<file path="config.mk">
export PLATFORM = sky130hd
export DESIGN_NAME = sweep_seq
export DESIGN_NICKNAME = d
export VERILOG_FILES = /design/src/rtl/sweep_pkg.sv /design/src/rtl/sweep_cfg_clamp.sv /design/src/rtl/sweep_pacer.sv /design/src/rtl/sweep_iq_accum.sv /design/src/rtl/sweep_seq.sv
export SDC_FILE = /design/constraint.sdc
export NUM_CORES = 1
export LEC_CHECK = 0
export ABC_AREA = 1
export BUFFER_PORTS_ARGS = -buffer_cell sky130_fd_sc_hd__buf_2
export CAP_MARGIN = 20
export CORE_MARGIN = 8
export CORE_UTILIZATION = 35
export CTS_CLUSTER_DIAMETER = 200
export DETAILED_ROUTE_END_ITERATION = 8
export PLACE_DENSITY = 0.62
export SYNTH_ARGS = -nofsm -noshare
export SYNTH_HDL_FRONTEND = slang
export SYNTH_SLANG_ARGS = --single-unit
</file>
<file path="constraint.sdc">
create_clock -name clk -period 4.05 [get_ports clk]
set_input_delay 0.405 -clock clk [delete_from_list [all_inputs] [get_ports clk]]
set_output_delay 0.405 -clock clk [all_outputs]
set_load 0.02 [all_outputs]
</file>
<file path="src/rtl/sweep_pkg.sv">
package sweep_pkg;

   typedef enum logic [2:0] {
      S_IDLE,
      S_SET,
      S_HOLD,
      S_SAMPLE,
      S_ACCUM,
      S_EMIT,
      S_NEXT
   } seq_state_t;

endpackage

</file>
<file path="src/rtl/sweep_cfg_clamp.sv">
module sweep_cfg_clamp #(
   parameter int FREQ_W       = 32,
   parameter int HOLD_W       = 32,
   parameter int AVG_SEL_W    = 4,
   parameter int AVG_LOG2_MAX = 8,
   parameter int F_MIN        = 1000,
   parameter int F_MAX        = 50_000_000,
   parameter int MIN_HOLD     = 30000
) (
   input  logic [FREQ_W-1:0]    raw_start,
   input  logic [FREQ_W-1:0]    raw_stop,
   input  logic [FREQ_W-1:0]    raw_step,
   input  logic [HOLD_W-1:0]    raw_hold,
   input  logic [AVG_SEL_W-1:0] raw_k,
   output logic [FREQ_W-1:0]    lim_start,
   output logic [FREQ_W-1:0]    lim_stop,
   output logic [FREQ_W-1:0]    lim_step,
   output logic [HOLD_W-1:0]    lim_hold,
   output logic [AVG_SEL_W-1:0] lim_k
);
   localparam logic [FREQ_W-1:0]    FLO  = FREQ_W'(F_MIN);
   localparam logic [FREQ_W-1:0]    FHI  = FREQ_W'(F_MAX);
   localparam logic [HOLD_W-1:0]    HLO  = HOLD_W'(MIN_HOLD);
   localparam logic [AVG_SEL_W-1:0] KMAX = AVG_SEL_W'(AVG_LOG2_MAX);

   function automatic logic [FREQ_W-1:0] fit_freq(input logic [FREQ_W-1:0] f);
      if (f < FLO) return FLO;
      if (f > FHI) return FHI;
      return f;
   endfunction

   always_comb begin
      lim_start = fit_freq(raw_start);
      lim_stop  = fit_freq(raw_stop);
      lim_step  = (raw_step == '0) ? FREQ_W'(1) : raw_step;
      lim_hold  = (raw_hold < HLO) ? HLO : raw_hold;
      lim_k     = (raw_k > KMAX) ? KMAX : raw_k;
   end

   always_comb begin
      assert (lim_start >= FLO && lim_start <= FHI && lim_stop >= FLO && lim_stop <= FHI)
         else $error("p_freq_window_r2");
      assert (lim_step != '0 && lim_hold >= HLO && lim_k <= KMAX)
         else $error("p_other_limits_r2");
   end
endmodule

</file>
<file path="src/rtl/sweep_pacer.sv">
module sweep_pacer #(
   parameter int PACE_CYC = 200
) (
   input  logic clk,
   input  logic rst_n,
   input  logic fire,
   input  logic req_out,
   output logic ok
);
   localparam int GAP_W = $clog2(PACE_CYC + 1) + 1;

   generate
      if (PACE_CYC <= 1) begin : g_free
         assign ok = 1'b1;
      end else begin : g_count
         localparam int CW = $clog2(PACE_CYC);
         logic [CW-1:0] left;
         always_ff @(posedge clk or negedge rst_n) begin
            if (!rst_n)          left <= '0;
            else if (fire)       left <= CW'(PACE_CYC - 1);
            else if (left != '0) left <= left - 1'b1;
         end
         assign ok = (left == '0);
      end
   endgenerate

   // spacing checker on the registered request output
   logic [GAP_W-1:0] gap;
   logic             seen;
   always_ff @(posedge clk or negedge rst_n) begin
      if (!rst_n) begin
         gap  <= '0;
         seen <= 1'b0;
      end else if (req_out) begin
         gap  <= '0;
         seen <= 1'b1;
      end else if (gap < GAP_W'(PACE_CYC)) begin
         gap <= gap + 1'b1;
      end
   end

   p_req_spacing_r6: assert property (@(posedge clk) disable iff (!rst_n)
      (req_out && seen) |-> (gap >= GAP_W'(PACE_CYC - 1)));
endmodule

</file>
<file path="src/rtl/sweep_iq_accum.sv">
module sweep_iq_accum #(
   parameter int SMP_W        = 12,
   parameter int ACC_W        = 32,
   parameter int AVG_SEL_W    = 4,
   parameter int AVG_LOG2_MAX = 8
) (
   input  logic                    clk,
   input  logic                    rst_n,
   input  logic                    clr,
   input  logic                    add,
   input  logic signed [SMP_W-1:0] smp_i,
   input  logic signed [SMP_W-1:0] smp_q,
   input  logic [AVG_SEL_W-1:0]    shift,
   output logic                    last,
   output logic signed [ACC_W-1:0] avg_i,
   output logic signed [ACC_W-1:0] avg_q
);
   localparam int CNT_W = AVG_LOG2_MAX + 2;

   logic signed [ACC_W-1:0] sum [2];
   logic [CNT_W-1:0]        cnt;
   logic [CNT_W-1:0]        target;

   assign target = CNT_W'(1) << shift;
   assign last   = (cnt == target - 1'b1);

   generate
      for (genvar c = 0; c < 2; c++) begin : g_lane
         logic signed [SMP_W-1:0] s;
         assign s = (c == 0) ? smp_i : smp_q;
         always_ff @(posedge clk or negedge rst_n) begin
            if (!rst_n)   sum[c] <= '0;
            else if (clr) sum[c] <= '0;
            else if (add) sum[c] <= sum[c] + ACC_W'(s);
         end
      end
   endgenerate

   always_ff @(posedge clk or negedge rst_n) begin
      if (!rst_n)   cnt <= '0;
      else if (clr) cnt <= '0;
      else if (add) cnt <= cnt + 1'b1;
   end

   assign avg_i = sum[0] >>> shift;
   assign avg_q = sum[1] >>> shift;

   p_count_bound_r5: assert property (@(posedge clk) disable iff (!rst_n)
      add |-> (cnt < target));
endmodule

</file>
<file path="src/rtl/sweep_seq.sv">
module sweep_seq
   import sweep_pkg::*;
#(
   parameter int FREQ_W       = 32,
   parameter int HOLD_W       = 32,
   parameter int SMP_W        = 12,
   parameter int ACC_W        = 32,
   parameter int AVG_SEL_W    = 4,
   parameter int AVG_LOG2_MAX = 8,
   parameter int F_MIN        = 1000,
   parameter int F_MAX        = 50_000_000,
   parameter int MIN_HOLD     = 30000,
   parameter int PACE_CYC     = 200
) (
   input  logic                    clk,
   input  logic                    rst_n,
   input  logic [FREQ_W-1:0]       cfg_f_start,
   input  logic [FREQ_W-1:0]       cfg_f_stop,
   input  logic [FREQ_W-1:0]       cfg_f_step,
   input  logic [HOLD_W-1:0]       cfg_hold,
   input  logic [AVG_SEL_W-1:0]    cfg_avg_log2,
   input  logic                    start,
   input  logic                    abort,
   output logic [FREQ_W-1:0]       osc_freq,
   output logic                    osc_load,
   output logic                    adc_req,
   output logic                    adc_ch,
   input  logic                    adc_valid,
   input  logic signed [SMP_W-1:0] adc_data,
   output logic                    res_valid,
   input  logic                    res_ready,
   output logic [FREQ_W-1:0]       res_freq,
   output logic signed [ACC_W-1:0] res_i,
   output logic signed [ACC_W-1:0] res_q,
   output logic                    busy,
   output logic                    done
);
   generate
      if (F_MIN < 1 || F_MIN > F_MAX) begin : g_bad_range
         $error("sweep_seq: frequency window is empty");
      end
      if (MIN_HOLD < 1) begin : g_bad_hold
         $error("sweep_seq: MIN_HOLD must be at least 1");
      end
      if (ACC_W < SMP_W + AVG_LOG2_MAX + 1) begin : g_bad_acc
         $error("sweep_seq: accumulator too narrow");
      end
      if (AVG_LOG2_MAX >= (1 << AVG_SEL_W)) begin : g_bad_sel
         $error("sweep_seq: averaging select too narrow");
      end
   endgenerate

   seq_state_t              state;
   logic [FREQ_W-1:0]       cur_freq, stop_r, step_r;
   logic [HOLD_W-1:0]       hold_r, hold_cnt;
   logic [AVG_SEL_W-1:0]    k_r;
   logic                    pend, ch;
   logic signed [SMP_W-1:0] smp_i, smp_q;
   logic [FREQ_W:0]         nxt;

   logic [FREQ_W-1:0]    c_start, c_stop, c_step;
   logic [HOLD_W-1:0]    c_hold;
   logic [AVG_SEL_W-1:0] c_k;
   logic                 pace_ok, fire, acc_last;

   sweep_cfg_clamp #(
      .FREQ_W(FREQ_W), .HOLD_W(HOLD_W), .AVG_SEL_W(AVG_SEL_W),
      .AVG_LOG2_MAX(AVG_LOG2_MAX), .F_MIN(F_MIN), .F_MAX(F_MAX),
      .MIN_HOLD(MIN_HOLD)
   ) u_clamp (
      .raw_start(cfg_f_start), .raw_stop(cfg_f_stop), .raw_step(cfg_f_step),
      .raw_hold(cfg_hold), .raw_k(cfg_avg_log2),
      .lim_start(c_start), .lim_stop(c_stop), .lim_step(c_step),
      .lim_hold(c_hold), .lim_k(c_k)
   );

   assign fire = (state == S_SAMPLE) && !pend && pace_ok && !abort;

   sweep_pacer #(.PACE_CYC(PACE_CYC)) u_pacer (
      .clk(clk), .rst_n(rst_n), .fire(fire), .req_out(adc_req), .ok(pace_ok)
   );

   sweep_iq_accum #(
      .SMP_W(SMP_W), .ACC_W(ACC_W), .AVG_SEL_W(AVG_SEL_W),
      .AVG_LOG2_MAX(AVG_LOG2_MAX)
   ) u_acc (
      .clk(clk), .rst_n(rst_n),
      .clr(state == S_SET), .add(state == S_ACCUM && !abort),
      .smp_i(smp_i), .smp_q(smp_q), .shift(k_r),
      .last(acc_last), .avg_i(res_i), .avg_q(res_q)
   );

   assign nxt = {1'b0, cur_freq} + {1'b0, step_r};

   always_ff @(posedge clk or negedge rst_n) begin
      if (!rst_n) begin
         state     <= S_IDLE;
         cur_freq  <= '0;
         stop_r    <= '0;
         step_r    <= '0;
         hold_r    <= '0;
         hold_cnt  <= '0;
         k_r       <= '0;
         pend      <= 1'b0;
         ch        <= 1'b0;
         smp_i     <= '0;
         smp_q     <= '0;
         osc_load  <= 1'b0;
         adc_req   <= 1'b0;
         res_valid <= 1'b0;
         done      <= 1'b0;
      end else begin
         osc_load <= 1'b0;
         adc_req  <= 1'b0;
         if (abort) begin
            state     <= S_IDLE;
            pend      <= 1'b0;
            ch        <= 1'b0;
            res_valid <= 1'b0;
            done      <= 1'b0;
         end else begin
            unique case (state)
               S_IDLE: if (start) begin
                  cur_freq <= c_start;
                  stop_r   <= c_stop;
                  step_r   <= c_step;
                  hold_r   <= c_hold;
                  k_r      <= c_k;
                  done     <= 1'b0;
                  state    <= S_SET;
               end
               S_SET: begin
                  osc_load <= 1'b1;
                  hold_cnt <= hold_r - 1'b1;
                  ch       <= 1'b0;
                  pend     <= 1'b0;
                  state    <= S_HOLD;
               end
               S_HOLD: begin
                  if (hold_cnt == '0) state <= S_SAMPLE;
                  else                hold_cnt <= hold_cnt - 1'b1;
               end
               S_SAMPLE: begin
                  if (pend && adc_valid) begin
                     pend <= 1'b0;
                     if (!ch) begin
                        smp_i <= adc_data;
                        ch    <= 1'b1;
                     end else begin
                        smp_q <= adc_data;
                        ch    <= 1'b0;
                        state <= S_ACCUM;
                     end
                  end else if (fire) begin
                     adc_req <= 1'b1;
                     pend    <= 1'b1;
                  end
               end
               S_ACCUM: begin
                  res_valid <= acc_last;
                  state     <= acc_last ? S_EMIT : S_SAMPLE;
               end
               S_EMIT: if (res_ready) begin
                  res_valid <= 1'b0;
                  state     <= S_NEXT;
               end
               S_NEXT: begin
                  if (nxt > {1'b0, stop_r}) begin
                     done  <= 1'b1;
                     state <= S_IDLE;
                  end else begin
                     cur_freq <= nxt[FREQ_W-1:0];
                     state    <= S_SET;
                  end
               end
               default: state <= S_IDLE;
            endcase
         end
      end
   end

   assign osc_freq = cur_freq;
   assign res_freq = cur_freq;
   assign adc_ch   = ch;
   assign busy     = (state != S_IDLE);

   p_idle_quiet_r1: assert property (@(posedge clk) disable iff (!rst_n)
      !busy |-> (!adc_req && !res_valid && !osc_load));
   p_osc_window_r2: assert property (@(posedge clk) disable iff (!rst_n)
      osc_load |-> (osc_freq >= FREQ_W'(F_MIN) && osc_freq <= FREQ_W'(F_MAX)));
   p_stall_hold_r8: assert property (@(posedge clk) disable iff (!rst_n)
      (res_valid && !res_ready && !abort) |=>
         (res_valid && $stable(res_freq) && $stable(res_i) && $stable(res_q)));
   p_stall_noreq_r8: assert property (@(posedge clk) disable iff (!rst_n)
      res_valid |-> !adc_req);
   p_done_idle_r9: assert property (@(posedge clk) disable iff (!rst_n)
      done |-> !busy);
   p_abort_idle_r10: assert property (@(posedge clk) disable iff (!rst_n)
      abort |=> (!busy && !done && !res_valid && !adc_req));
endmodule

</file>
* Word-level counts from Yosys, hierarchy flattened
Index checks and enable logic that the tools add are counted. W data, S select, Z words.
Operators by class: $add $sub $neg 8, reductions and logical operators 30, bitwise logic cells 2, shift operators 3, magnitude comparators 7, equal/unequal tests 17, muxes and demuxes 60
Operators by type and width (number):
- $mux W32 | 17
- $pmux W32 S2 | 2
- $add A32 B12 Y32 | 2
- $gt A32 B26 Y1 const B | 2
- $logic_not A32 Y1 | 2
- $lt A32 B10 Y1 const B | 2
- $sshr A32 B4 Y32 | 2
- $sub A32 B1 Y32 const B | 2
- $add A32 B32 Y33 | 1
- $gt A33 B32 Y1 | 1
- $lt A32 B15 Y1 const B | 1
- $mux W1 | 24
- $mux W3 | 7
- $pmux W3 S7 | 1
- $mux W10 | 2
- $mux W8 | 2
- $ne A3 B3 Y1 const B | 5
- $reduce_and A4 Y1 | 3
- $reduce_bool A3 Y1 | 4
- $add A10 B1 Y10 const B | 1
- $eq A10 B10 Y1 | 1
- $shl A1 B4 Y10 const A | 1
- $sub A10 B1 Y10 const B | 1
- $eq A3 B3 Y1 const B | 3
- other kinds (19) | 38
Word-level totals: output and inout bits 134, register bits after elaboration 279, word-level logic and storage cells 146

* Longest topological paths before layout
depth after elaboration 8, mapped depth 32, depth with buffers taken out 30

* By module
A second synthesis with hierarchy kept.
Unflattened totals: cells, all modules 3984, area, all modules 24897.6 um^2
Modules (own cells, without submodules):
- sweep_seq | cells an instance 1614, instances 1, sequential area each 4929.7 um^2, area each 12299.3 um^2
- sweep_iq_accum | cells an instance 1922, instances 1, sequential area each 1851.8 um^2, area each 10400.0 um^2
- sweep_cfg_clamp | cells an instance 379, instances 1, sequential area each 0.0 um^2, area each 1689.1 um^2
- sweep_pacer | cells an instance 69, instances 1, sequential area each 200.2 um^2, area each 509.2 um^2

* Worst setup path before layout
No wires, ideal clock.
kind reg-to-reg, from register cur_freq[0], in the netlist osc_freq[0], to register cur_freq[1], in the netlist osc_freq[1], buffers on the path 2, path slack 0.205 ns, stages on the path, launching flop included 33, arrival time 3.715 ns, path through dfrtp_1 -> ha_1 -> fa_1 -> nand3_1 -> nand2_1 -> nand4_1 -> nand2_1 -> a21boi_0 -> o21ai_0 -> xor2_1 -> ha_1 -> nand2_1 -> inv_1 -> nand2_1 -> nand2_1 -> nand2_1 -> nand2_1 -> nand2_1 -> nand2_1 -> nand2_1 -> nand2_1 -> nand2_1 -> nand2_1 -> nand2_1 -> nand2_1 -> nand2_1 -> nand3_1 -> nand2_1 -> nand2_1 -> buf_2 -> buf_2 -> nand2_1 -> o21ai_0
On the way: longest elaborated chain between the ends 4
Ends and longest elaborated chain:
- start, declared | RTL line sweep_seq.sv:54 | logic [FREQ_W-1:0] cur_freq, stop_r, step_r;
- start signal, assigned | RTL line sweep_seq.sv:124 | cur_freq <= c_start;
- start signal, assigned | RTL line sweep_seq.sv:172 | cur_freq <= nxt[FREQ_W-1:0];
- $add A32 B32 Y33 (*) | RTL line sweep_seq.sv:93 | assign nxt = {1'b0, cur_freq} + {1'b0, step_r};
- $gt A33 B32 Y1 | RTL line sweep_seq.sv:168 | if (nxt > {1'b0, stop_r}) begin
- $ne A2 B2 Y1 (no source line)
- $reduce_and A4 Y1 (no source line)
Every way passes the cells marked *; elsewhere a longest branch is shown, timed or not. The select of a mux whose other input is x is not followed. A chain may end at the register's enable or synchronous reset.

* Final worst setup path
from register step_r[0], to register cur_freq[29], in the netlist osc_freq[29]
On the way: longest elaborated chain between the ends 4
Ends and longest elaborated chain:
- start, declared | RTL line sweep_seq.sv:54
- start signal, assigned | RTL line sweep_seq.sv:126 | step_r <= c_step;
- $add A32 B32 Y33 (*) | RTL line sweep_seq.sv:93
- $gt A33 B32 Y1 | RTL line sweep_seq.sv:168
- $ne A2 B2 Y1 (no source line)
- $reduce_and A4 Y1 (no source line)
Marked as above.

==> impl_results.html <==
<table>
<tr><th>Metric</th><th>Value</th></tr>
<tr><th colspan="2">Global routing</th></tr>
<tr><td>Maximum number of pins on one net before global-route repair</td><td>approximately 110</td></tr>
<tr><td>Total grt overflow</td><td>0</td></tr>
<tr><td>Via count of the first global-routing pass</td><td>roughly 20000</td></tr>
<tr><td>Number of antenna violations at the first check in global routing</td><td>5</td></tr>
<tr><td>Global-route wire length before repair</td><td>112 mm</td></tr>
<tr><td>Global Route Usage Sum</td><td>about 19%</td></tr>
<tr><th colspan="2">Power and ir drop</th></tr>
<tr><td>Power Dens Cells</td><td>roughly 660 nW/µm²</td></tr>
<tr><td>Worst VDD drop</td><td>between 0.4 and 0.5 mV</td></tr>
<tr><td>Leakage dissipation</td><td>13.0 nW</td></tr>
<tr><th colspan="2">Floorplan</th></tr>
<tr><td>Top-level port count</td><td>between 200 and 300</td></tr>
<tr><td>Die Height</td><td>265 µm</td></tr>
<tr><td>Floorplan Core Area</td><td>~60000 µm²</td></tr>
<tr><td>Number of cell rows</td><td>just over 90</td></tr>
<tr><td>Area of the die</td><td>between 70000 and 80000 µm²</td></tr>
<tr><td>Starting density of the core</td><td>a little over a third</td></tr>
<tr><td>Horizontal die dimension</td><td>~260 µm</td></tr>
<tr><th colspan="2">Timing</th></tr>
<tr><td>Setup-failing EPs final</td><td>0</td></tr>
<tr><td>Measured slew at the worst slew-check pin</td><td>about 910 ps</td></tr>
<tr><td>Worst slew margin relative to its limit</td><td>between 30% and 40%</td></tr>
<tr><td>Part of the cycle the worst path needs</td><td>94.5%</td></tr>
<tr><td>Slew Limit Fails</td><td>0</td></tr>
<tr><td>Max Fclk</td><td>approximately 0.26 GHz</td></tr>
<tr><td>Final worst-path setup slack</td><td>around 220 ps</td></tr>
<tr><td>Post-Route Skew</td><td>between 30 and 40 ps</td></tr>
<tr><td>Endpoints failing hold</td><td>0</td></tr>
<tr><td>Aggregate negative setup slack</td><td>0 ps</td></tr>
<tr><td>Hold slack</td><td>~58 ps</td></tr>
<tr><td>Final Critical Period</td><td>roughly 3800 ps</td></tr>
<tr><th colspan="2">Final layout</th></tr>
<tr><td>Area of the multi-input gates</td><td>about 13000 µm²</td></tr>
<tr><td>Synthesis-to-layout area growth</td><td>17.8%</td></tr>
<tr><td>Non-filler cells in the finished layout</td><td>around 4200</td></tr>
<tr><td>Fraction of final layout cells sized beyond drive strength 1</td><td>about 16%</td></tr>
<tr><td>Count of nets after finishing</td><td>3650</td></tr>
<tr><td>Combined flip-flop and latch cell area</td><td>roughly 7000 µm²</td></tr>
<tr><td>Filler cell count</td><td>6532</td></tr>
<tr><th colspan="2">Placement</th></tr>
<tr><td>Pre-CTS WS</td><td>-5.61 ps</td></tr>
<tr><td>Total half-perimeter wirelength after legalization and detailed placement</td><td>54.3 mm</td></tr>
<tr><td>Placed cell count</td><td>around 4100</td></tr>
<tr><td>RePlAce Congestion</td><td>0.922</td></tr>
<tr><td>Count of port buffers added during placement</td><td>283</td></tr>
<tr><th colspan="2">Logic synthesis</th></tr>
<tr><td>Gate count of the mapped netlist</td><td>~3100</td></tr>
<tr><td>Seq cells post-synth</td><td>about 280</td></tr>
<tr><td>Most numerous cell in the Yosys netlist</td><td>nand2_1</td></tr>
<tr><td>Sequential cell area fraction in the yosys report</td><td>32.2%</td></tr>
<tr><td>Share of the synthesized area in the top cell type</td><td>between 30 and 40%</td></tr>
<tr><td>Post-synth EDFFs</td><td>0</td></tr>
<tr><td>Distinct cells, synth</td><td>70</td></tr>
<tr><td>Post-synth top flop</td><td>dfrtp_1</td></tr>
<tr><td>Mapped Area</td><td>21700 µm²</td></tr>
<tr><td>Share of flip-flops with an asynchronous set or reset after synthesis</td><td>100%</td></tr>
<tr><td>Cell taking the most area after synthesis</td><td>dfrtp_1</td></tr>
<tr><td>Most frequent cells after synthesis</td><td>nand2_1, o21ai_0, inv_1</td></tr>
<tr><td>Synthesized net count</td><td>3411</td></tr>
<tr><td>Synthesis warning total</td><td>0</td></tr>
<tr><td>Leading cell types by total area after synthesis</td><td>dfrtp_1, nand2_1, o21ai_0</td></tr>
<tr><td>Post-synthesis area per instance</td><td>approximately 7 µm²</td></tr>
<tr><th colspan="2">Setup path</th></tr>
<tr><td>Data arrival time at the worst-slack endpoint</td><td>4270 ps</td></tr>
<tr><td>Data required time of the worst path</td><td>around 4500 ps</td></tr>
<tr><td>Sort of element at the start of the critical path</td><td>register</td></tr>
<tr><td>Critical path class</td><td>register to register</td></tr>
<tr><td>Flop-to-flop setup slack</td><td>between 200 and 250 ps</td></tr>
<tr><td>Sort of element at the end of the critical path</td><td>register</td></tr>
<tr><td>Crit Path Max Fanout</td><td>11</td></tr>
<tr><th colspan="2">CTS</th></tr>
<tr><td>Root Buffer Master</td><td>clkbuf_16</td></tr>
<tr><td>Maximum count of clock buffers along a single path</td><td>3</td></tr>
<tr><td>CTS tree</td><td>yes</td></tr>
<tr><td>Clock slew at reported path FFs</td><td>60 ps</td></tr>
<tr><td>TritonCTS Buffers</td><td>37</td></tr>
<tr><td>Worst-skew pair later-pin latency</td><td>570 ps</td></tr>
<tr><td>Sinks on Clock Net</td><td>~280</td></tr>
<tr><td>CTS HTree Levels</td><td>2</td></tr>
<tr><th colspan="2">Drt</th></tr>
<tr><td>Detailed Routing Iterations Pass 1</td><td>5</td></tr>
<tr><td>Average wire per cell in the routed design</td><td>16.9 µm</td></tr>
<tr><td>Via count</td><td>21541</td></tr>
<tr><td>DRC violations left</td><td>0</td></tr>
<tr><td>Iteration-0 DRC Markers</td><td>1810</td></tr>
<tr><td>Routed via count divided by cell count</td><td>around 5.1</td></tr>
<tr><td>Number of antenna-violating nets in the routed design</td><td>0</td></tr>
<tr><td>Total routed wirelength</td><td>a little over 70 mm</td></tr>
<tr><th colspan="2">Job</th></tr>
<tr><td>Max-cap violations</td><td>0</td></tr>
<tr><th colspan="2">Min path</th></tr>
<tr><td>Hold Crit Class</td><td>input port to register</td></tr>
<tr><th colspan="2">Outcome</th></tr>
<tr><td>Result of the run</td><td>complete, no violations</td></tr>
</table>
per-layer routing:
metal	track usage, %	vias up	routed length (µm)
met2	31.3	646	32000
met5	0	-	13
met1	26.4	9904	32700
li1	-	10888	-
met3	3.44	101	4420
met4	4.71	2	1480
through the flow:
stage	instance area, µm²	util (%)	power (mW)
global route	25500	41.5	18.1
detailed placement	23800	38.7	12.8
global placement	23800	38.7	12.7
floorplan	21700	-	10.3
finish	25500	41.5	16.7
CTS	25100	40.9	16.4
registers in the layout, summed over array words and instances (netlist names):
register	count
res_valid	1
adc_req	1
pend	1
done	1
step_r	32
smp_i	12
osc_freq	32
u_acc.cnt	10
hold_r	32
u_acc.sum	64
hold_cnt	32
osc_load	1
adc_ch	1
k_r	4
stop_r	32
u_pacer.g_count.left	8
state	3
smp_q	12
final timing paths:
kind	start	end	cells past startpoint
setup / recovery	step_r[0]$_DFFE_PN0P_	osc_freq[29]$_DFFE_PN0P_	26
hold / removal	cfg_f_step[7]	step_r[7]$_DFFE_PN0P_	3
setup reg to reg	step_r[0]$_DFFE_PN0P_	osc_freq[29]$_DFFE_PN0P_	26
hold reg to reg	step_r[23]$_DFFE_PN0P_	step_r[23]$_DFFE_PN0P_	2
max in group asynchronous	rst_n	step_r[20]$_DFFE_PN0P_	3
min in group asynchronous	rst_n	u_acc.sum[61]$_DFFE_PN0P_	2
layout make-up:
type,count,share of cell area [%]
multi-input cells,2342,50.4
flip-flops and latches,279,27.3
repair buffers,344,7.95
inverters,363,5.33
clock buffers,54,4.27
well taps,790,3.87
clock inverters,12,0.838
diodes,1,0.00980
placed cells by master, fill, tap and decap left out, types with 21 or more instances in the layout:
cell         n
a21oi_1    194
a31oi_1     21
buf_2      282
buf_4       49
clkbuf_16   41
dfrtp_1    277
ha_1       118
inv_1      346
mux2i_1     32
nand2_1    829
nand3_1    111
nand4_1     27
nor2_1     195
nor3_1      30
nor4_1      35
o21ai_0    417
o21ai_2     21
xor2_1      49
power breakdown:
part / total, mW / switching (mW) / internal, mW
Sequential: 3.95 / 0.491 / 3.46
Combinational: 9.26 / 6.17 / 3.08
Clock: 3.52 / 1.33 / 2.19
what timing repair did:
item,4_1_cts,5_1_grt
endpoints found under the hold margin,94,0
gates resized for setup,1,63
setup endpoints to repair,8,34
pin swaps,0,16
buffers inserted,0,9
gates cloned,0,4
hold buffers,1,0
cells by family (layout without fill, tap and decap cells):
group / count (synthesis) / after routing / share of synthesized area (%)
buffers and inverters: 507 / 773 / 9.80
xor gates and xnor gates: 68 / 68 / 2.75
DFF: 279 / 279 / 32.2
other: 0 / 1 / 0
and+or+nand+nor: 1302 / 1302 / 25.3
muxes: 32 / 32 / 1.48
adders and majority gates: 133 / 133 / 7.78
AOI/OAI and AO/OA: 807 / 807 / 20.7
critical path, stage by stage (launching register included):
cell and delay [ps]:
dfrtp_1 410, ha_4 180, fa_2 360, nand3_2 70, nand2_2 70, nand4_1 90, nand2_2 100, a21boi_2 180
buf_4 150, o21ai_2 70, nand3_1 70, nand2_1 60, xor2_1 140, inv_1 100, ha_4 280, nand2_2 70
nor2_2 90, nand4_1 90, nor3_2 190, nand4_1 100, nand2_1 110, nand3_2 110, nand2_4 120, nand2_8 120
clkbuf_16 230, nand2_1 50, o21ai_0 70
Power figures use the tool's default switching activity.
